### src/rtl/irq_pkg.sv
package irq_pkg;
  localparam int LVL_W = 3;
  typedef logic [LVL_W-1:0] lvl_t;
  localparam lvl_t LVL_OFF = 3'd0;
  localparam lvl_t LVL_TOP = 3'd6;
  localparam lvl_t LVL_NMI = 3'd7;

  function automatic lvl_t sat_level(input lvl_t v);
    return (v > LVL_TOP) ? LVL_TOP : v;
  endfunction
endpackage

### src/rtl/irq_pending.sv
module irq_pending #(
  parameter int WIDTH = 9
) (
  input  logic             clk,
  input  logic             rst_n,
  input  logic [WIDTH-1:0] req_i,
  input  logic [WIDTH-1:0] clr_i,
  output logic [WIDTH-1:0] pend_o
);
  logic [WIDTH-1:0] req_q;
  logic [WIDTH-1:0] rise;

  assign rise = req_i & ~req_q;

  always_ff @(posedge clk or negedge rst_n) begin
    if (!rst_n) begin
      req_q  <= '0;
      pend_o <= '0;
    end else begin
      req_q  <= req_i;
      pend_o <= (pend_o & ~clr_i) | rise;
    end
  end
endmodule

### src/rtl/irq_arbiter.sv
module irq_arbiter
  import irq_pkg::*;
#(
  parameter int NUM_SRC = 8,
  parameter int VEC_W   = 4
) (
  input  logic [NUM_SRC-1:0]            pend_i,
  input  logic                          nmi_pend_i,
  input  logic [NUM_SRC-1:0][LVL_W-1:0] lvl_i,
  output logic                          valid_o,
  output lvl_t                          lvl_o,
  output logic [VEC_W-1:0]              vec_o
);
  lvl_t             best_lvl;
  logic [VEC_W-1:0] best_vec;
  logic             found;

  // Scan from the top index down so that on equal levels the lower index is kept.
  always_comb begin
    best_lvl = LVL_OFF;
    best_vec = '0;
    found    = 1'b0;
    for (int i = NUM_SRC - 1; i >= 0; i--) begin
      if (pend_i[i] && (lvl_i[i] != LVL_OFF) && (lvl_i[i] >= best_lvl)) begin
        best_lvl = lvl_i[i];
        best_vec = VEC_W'(i + 1);
        found    = 1'b1;
      end
    end
  end

  always_comb begin
    if (nmi_pend_i) begin
      valid_o = 1'b1;
      lvl_o   = LVL_NMI;
      vec_o   = '0;
    end else begin
      valid_o = found;
      lvl_o   = best_lvl;
      vec_o   = best_vec;
    end
  end
endmodule

### src/rtl/irq_accept.sv
module irq_accept
  import irq_pkg::*;
#(
  parameter int VEC_W = 4
) (
  input  logic             clk,
  input  logic             rst_n,
  input  logic             mask_en_i,
  input  lvl_t             mask_val_i,
  input  logic             mask_dis_i,
  input  logic             req_valid_i,
  input  lvl_t             req_lvl_i,
  input  logic [VEC_W-1:0] req_vec_i,
  input  logic             ack_i,
  output logic             acc_o,
  output lvl_t             acc_lvl_o,
  output logic [VEC_W-1:0] acc_vec_o,
  output lvl_t             mask_o
);
  logic busy_q;
  logic fire;

  assign fire = !busy_q && req_valid_i && (req_lvl_i >= mask_o);

  always_ff @(posedge clk or negedge rst_n) begin
    if (!rst_n) begin
      mask_o    <= LVL_NMI;
      busy_q    <= 1'b0;
      acc_o     <= 1'b0;
      acc_lvl_o <= LVL_OFF;
      acc_vec_o <= '0;
    end else begin
      if (mask_dis_i)     mask_o <= LVL_NMI;
      else if (mask_en_i) mask_o <= mask_val_i;

      if (fire)       busy_q <= 1'b1;
      else if (ack_i) busy_q <= 1'b0;

      acc_o <= fire;
      if (fire) begin
        acc_lvl_o <= req_lvl_i;
        acc_vec_o <= req_vec_i;
      end
    end
  end
endmodule

### src/rtl/prio_irq_ctrl.sv
module prio_irq_ctrl
  import irq_pkg::*;
#(
  parameter int NUM_SRC = 8,
  parameter int IDX_W   = $clog2(NUM_SRC),
  parameter int VEC_W   = $clog2(NUM_SRC + 1)
) (
  input  logic               clk,
  input  logic               rst_n,
  input  logic [NUM_SRC-1:0] irq_i,
  input  logic               nmi_i,
  input  logic               lvl_we_i,
  input  logic [IDX_W-1:0]   lvl_idx_i,
  input  logic [2:0]         lvl_val_i,
  input  logic               mask_en_i,
  input  logic [2:0]         mask_val_i,
  input  logic               mask_dis_i,
  input  logic               ack_i,
  input  logic [VEC_W-1:0]   ack_vec_i,
  output logic               req_valid_o,
  output logic [2:0]         req_lvl_o,
  output logic [VEC_W-1:0]   req_vec_o,
  output logic               acc_o,
  output logic [2:0]         acc_lvl_o,
  output logic [VEC_W-1:0]   acc_vec_o
);
  localparam int NPEND = NUM_SRC + 1;  // bit 0 = nonmaskable, bit i+1 = source i

  logic [NUM_SRC-1:0][LVL_W-1:0] lvl_q;
  logic [NPEND-1:0]              pend;
  logic [NPEND-1:0]              clr;
  lvl_t                          mask_w;

  for (genvar g = 0; g < NUM_SRC; g++) begin : g_lvl
    always_ff @(posedge clk or negedge rst_n) begin
      if (!rst_n)
        lvl_q[g] <= LVL_OFF;
      else if (lvl_we_i && (lvl_idx_i == IDX_W'(g)))
        lvl_q[g] <= sat_level(lvl_val_i);
    end
  end

  for (genvar g = 0; g < NPEND; g++) begin : g_clr
    assign clr[g] = ack_i && (ack_vec_i == VEC_W'(g));
  end

  irq_pending #(.WIDTH(NPEND)) u_pend (
    .clk    (clk),
    .rst_n  (rst_n),
    .req_i  ({irq_i, nmi_i}),
    .clr_i  (clr),
    .pend_o (pend)
  );

  irq_arbiter #(.NUM_SRC(NUM_SRC), .VEC_W(VEC_W)) u_arb (
    .pend_i     (pend[NPEND-1:1]),
    .nmi_pend_i (pend[0]),
    .lvl_i      (lvl_q),
    .valid_o    (req_valid_o),
    .lvl_o      (req_lvl_o),
    .vec_o      (req_vec_o)
  );

  irq_accept #(.VEC_W(VEC_W)) u_acc (
    .clk         (clk),
    .rst_n       (rst_n),
    .mask_en_i   (mask_en_i),
    .mask_val_i  (mask_val_i),
    .mask_dis_i  (mask_dis_i),
    .req_valid_i (req_valid_o),
    .req_lvl_i   (req_lvl_o),
    .req_vec_i   (req_vec_o),
    .ack_i       (ack_i),
    .acc_o       (acc_o),
    .acc_lvl_o   (acc_lvl_o),
    .acc_vec_o   (acc_vec_o),
    .mask_o      (mask_w)
  );
endmodule

### config.mk
export PLATFORM = sky130hd
export DESIGN_NAME = prio_irq_ctrl
export DESIGN_NICKNAME = d
export VERILOG_FILES = /design/src/rtl/irq_pkg.sv /design/src/rtl/irq_pending.sv /design/src/rtl/irq_arbiter.sv /design/src/rtl/irq_accept.sv /design/src/rtl/prio_irq_ctrl.sv
export SDC_FILE = /design/constraint.sdc
export NUM_CORES = 1
export LEC_CHECK = 0
export CAP_MARGIN = 0
export CORE_MARGIN = 5
export CORE_UTILIZATION = 31
export CTS_CLUSTER_SIZE = 12
export DETAILED_ROUTE_END_ITERATION = 12
export PLACE_DENSITY_LB_ADDON = 0.12
export SLEW_MARGIN = 0
export SYNTH_ARGS = -nofsm -noshare
export SYNTH_HDL_FRONTEND = slang
export SYNTH_SLANG_ARGS = --single-unit
### constraint.sdc
create_clock -name clk -period 14.4 [get_ports clk]
set_input_delay 1.44 -clock clk [delete_from_list [all_inputs] [get_ports clk]]
set_output_delay 1.44 -clock clk [all_outputs]
set_load 0.01 [all_outputs]
==> impl_summary.log <==
[metrics] share of synthesized flip-flops with an asynchronous set or reset: 100%
[metrics] first-pass detailed-route iteration total: 5
[metrics] leakage component of the power: 1.67 nW
[metrics] # IOs: 44
[metrics] YS warnings: 0
[metrics] area leader, netlist: sky130_fd_sc_hd__dfrtp_1
[metrics] cell with the most instances on the worst path: sky130_fd_sc_hd__ha_1
[metrics] area share of the leading cell type in the synthesized netlist: 38.8%
[metrics] pre-CTS setup slack: 1.83 ns
[metrics] global-route usage over all layers: 13.0%
[metrics] area of the core region: 0.0103 mm²
[metrics] final sum of negative setup slack: 0 ns
[metrics] highest clock rate: 77.0 MHz
[metrics] final HPWL from detailed placement: 6150 µm
[metrics] count leader, synth: sky130_fd_sc_hd__dfrtp_1
[metrics] total count of max-transition violations in the final report: 0
[metrics] syn_nets: 379
[metrics] Final #Nets: 424
[metrics] sequential cell area fraction in the yosys report: 41.2%
[metrics] largest net degree at the start of global routing: 55
[metrics] Post-Syn Instances: 335
[metrics] global route overflow: 0
[metrics] number of vias per cell: 5.01
[metrics] area occupied by registers: 0.00136 mm²
[metrics] final setup skew: 0.00698 ns
[metrics] growth of design area from synthesis to finish: 20.3%
[metrics] number of buffers on the longest clock path: 2
[metrics] worst path arrival time: 11.55 ns
[metrics] number of antenna violations at the first check in global routing: 0
[metrics] TritonCTS Sinks: 54
[metrics] register bit total from synthesis: 54
[metrics] largest voltage drop on the vdd net: 0.0000641 V
[metrics] cts hold-fix bufs: 0
[metrics] synth top area cells: sky130_fd_sc_hd__dfrtp_1 (39%), sky130_fd_sc_hd__mux2_2 (7.9%), sky130_fd_sc_hd__ha_1 (6.1%), sky130_fd_sc_hd__o21ai_0 (5.2%), sky130_fd_sc_hd__nand2_1 (3.4%)
[metrics] run status: finished clean
[metrics] cell with the largest stage delay on the worst path: sky130_fd_sc_hd__clkdlybuf4s50_1
[metrics] crit start category: flip-flop
[metrics] clock tree from TritonCTS: built
[metrics] RSZ-0062 raised after global routing: false
[metrics] total vias in the final route: 2,590
[metrics] smallest setup slack after layout: 1.41 ns
[metrics] number of fill cells in the layout: 1,031
[metrics] areal power density over the cells: 167 mW/mm²
[metrics] number of synthesized flops with an enable pin: 0
[metrics] number of maximum-capacitance violations: 0
[metrics] count of different cell masters after synthesis: 53
[metrics] multi-input combinational cell area: 0.00178 mm²
[metrics] clock slew at the register clock pins of the worst setup and hold paths: 0.10 ns
[metrics] remaining antenna violation count: 0
[metrics] proportion of layout cells with a drive suffix above 1: 13.4%
[metrics] final hold vios: 0
[metrics] post-layout minimum cycle time: 12.99 ns
[metrics] stage delay of the slowest cell on the critical path: 0.53 ns
[metrics] worst slew margin relative to its limit: 43.1%
[metrics] effective utilization at floorplan: 31.8%
[metrics] per-instance average area after synthesis: 9.81 µm²
[metrics] number of gates resized after cts: 0
[metrics] post-detailed-route wirelength per cell: 15.5 µm
[metrics] number of core rows: 37
[metrics] # setup viols final: 0
[metrics] height of the die: 113 µm
[metrics] Worst Tran Pin Value: 0.851 ns
[metrics] final period utilization: 90.2%
[metrics] Commonest cells post-synth: sky130_fd_sc_hd__dfrtp_1 (51), sky130_fd_sc_hd__o21ai_0 (34), sky130_fd_sc_hd__nand2_1 (30), sky130_fd_sc_hd__inv_1 (28), sky130_fd_sc_hd__mux2_2 (23)
[metrics] wire length reported by the detailed router: 7990 µm
[metrics] routability congestion estimate: 0.819
[metrics] total die area: 0.0128 mm²
[metrics] prevailing post-synth register cell: sky130_fd_sc_hd__dfrtp_1
[metrics] setup fix buffers added after clock tree synthesis: 0
[metrics] number of global-route vias before repair: 2,584
[metrics] maximum fanout count along the critical path: 8
[metrics] clock buffers created by TritonCTS: 5
[metrics] type of the setup path with the least slack: flip-flop to primary output
[metrics] post-synthesis cell area: 0.00329 mm²
[metrics] Req. time, crit path: 12.96 ns
[metrics] Detailed Route Iter0 Violations: 115
[metrics] clock root buffer master: sky130_fd_sc_hd__clkbuf_8
[metrics] source-to-sink clock delay at the later pin of the worst-skew pair: 0.31 ns
[metrics] first-pass GRT wire length: 13,500 µm
[metrics] count of input and output buffers: 43
[metrics] die width: 113 µm
[metrics] nature of the critical path endpoint: primary output
[metrics] H-tree levels: 2
[metrics] path category of the worst min-delay check: flip-flop to flip-flop
[metrics] Ant. Diodes: 0
[metrics] detailed-route DRC error count: 0
==> worst max-delay path, delay by kind of cell, from the launching register on <==
family | cells | cell delay, ns
compound gates | 23 | 5.14
fa+ha+maj | 7 | 1.96
buf+inv | 3 | 0.70
flops | 1 | 0.44
mux | 3 | 0.98
simple gates | 15 | 2.00
==> placed cells by master, fill, tap and decap left out, types with 4 or more instances in the layout <==
| cell | instances |
|---|---|
| sky130_fd_sc_hd__o21ai_0 | 34 |
| sky130_fd_sc_hd__dfrtp_1 | 51 |
| sky130_fd_sc_hd__o31ai_1 | 6 |
| sky130_fd_sc_hd__nand2b_1 | 11 |
| sky130_fd_sc_hd__clkdlybuf4s50_1 | 42 |
| sky130_fd_sc_hd__nor2b_1 | 5 |
| sky130_fd_sc_hd__nor2_1 | 15 |
| sky130_fd_sc_hd__o21a_1 | 6 |
| sky130_fd_sc_hd__a21oi_1 | 14 |
| sky130_fd_sc_hd__a31oi_1 | 4 |
| sky130_fd_sc_hd__clkbuf_8 | 5 |
| sky130_fd_sc_hd__mux2_4 | 6 |
| sky130_fd_sc_hd__and2_1 | 5 |
| sky130_fd_sc_hd__mux2_2 | 23 |
| sky130_fd_sc_hd__nand2_1 | 30 |
| sky130_fd_sc_hd__inv_1 | 28 |
| sky130_fd_sc_hd__mux2i_1 | 4 |
| sky130_fd_sc_hd__or3_1 | 4 |
| sky130_fd_sc_hd__ha_1 | 16 |
| sky130_fd_sc_hd__o211ai_1 | 4 |
| sky130_fd_sc_hd__nor3_1 | 9 |
==> logic make-up (layout without fill, tap and decap cells) <==
kind of cell    Yosys count  after routing  share of synthesized area (%)
compound gates           99             99                           20.2
simple gates             98             98                           15.4
flops                    54             54                           41.2
mux                      34             34                           12.5
buf+inv                  34             80                           4.57
fa+ha+maj                16             16                           6.09
==> power breakdown <==
part | internal [W] | switching [W]
registers | 0.000177 | 0.0000275
clock network | 0.0000520 | 0.0000530
logic | 0.000163 | 0.000187
total | 0.000392 | 0.000267
==> path summary, 6_finish.rpt <==
path	start	to	slack (ns)	cells after the start
min in group asynchronous	rst_n	u_pend.req_q[7]	1.25	2
max reg2reg	u_pend.pend_o[8]	u_acc.acc_lvl_o[2]	2.17	56
max in group asynchronous	rst_n	u_pend.pend_o[4]	12.69	2
max	u_pend.pend_o[8]	req_lvl_o[0]	1.41	51
min	u_pend.req_q[7]	u_pend.pend_o[7]	0.42	1
min reg2reg	u_pend.req_q[7]	u_pend.pend_o[7]	0.42	1
==> area by class of cell <==
class / count / area share (%)
Multi-Input combinational cell: 247 / 45.0
Sequential cell: 54 / 34.3
Timing Repair Buffer: 44 / 10.9
Tap cell: 136 / 4.30
Inverter: 28 / 2.66
Clock buffer: 6 / 1.83
Clock inverter: 2 / 0.949
==> flip-flops by register name, summed over array words and instances, names as in the netlist <==
register,count
u_acc.busy_q,1
lvl_q,24
u_acc.mask_o,3
u_pend.req_q,9
u_pend.pend_o,9
u_acc.acc_vec_o,4
u_acc.acc_o,1
u_acc.acc_lvl_o,3
==> through the flow <==
stage	power [W]	hold slack [ns]	util (%)	instances	area, µm²
final	0.000660	0.420	38.3	517	3960
after global routing	0.000715	0.441	38.3	517	3960
after CTS	0.000665	0.424	38.3	517	3960
after detailed placement	0.000557	0.410	37.2	509	3840
after global placement	0.000555	0.403	37.2	509	3840
after floorplan	0.000469	0.400	-	335	3290
==> routing by layer <==
layer  vias up  wire [µm]  GRT usage (%)
met5         -          0              0
met4         0         87           3.04
met2        63       3610           20.3
met1      1213       3990           19.0
met3         7        306           1.98
li1       1307          -              -
(Power assumes the default switching activity.)
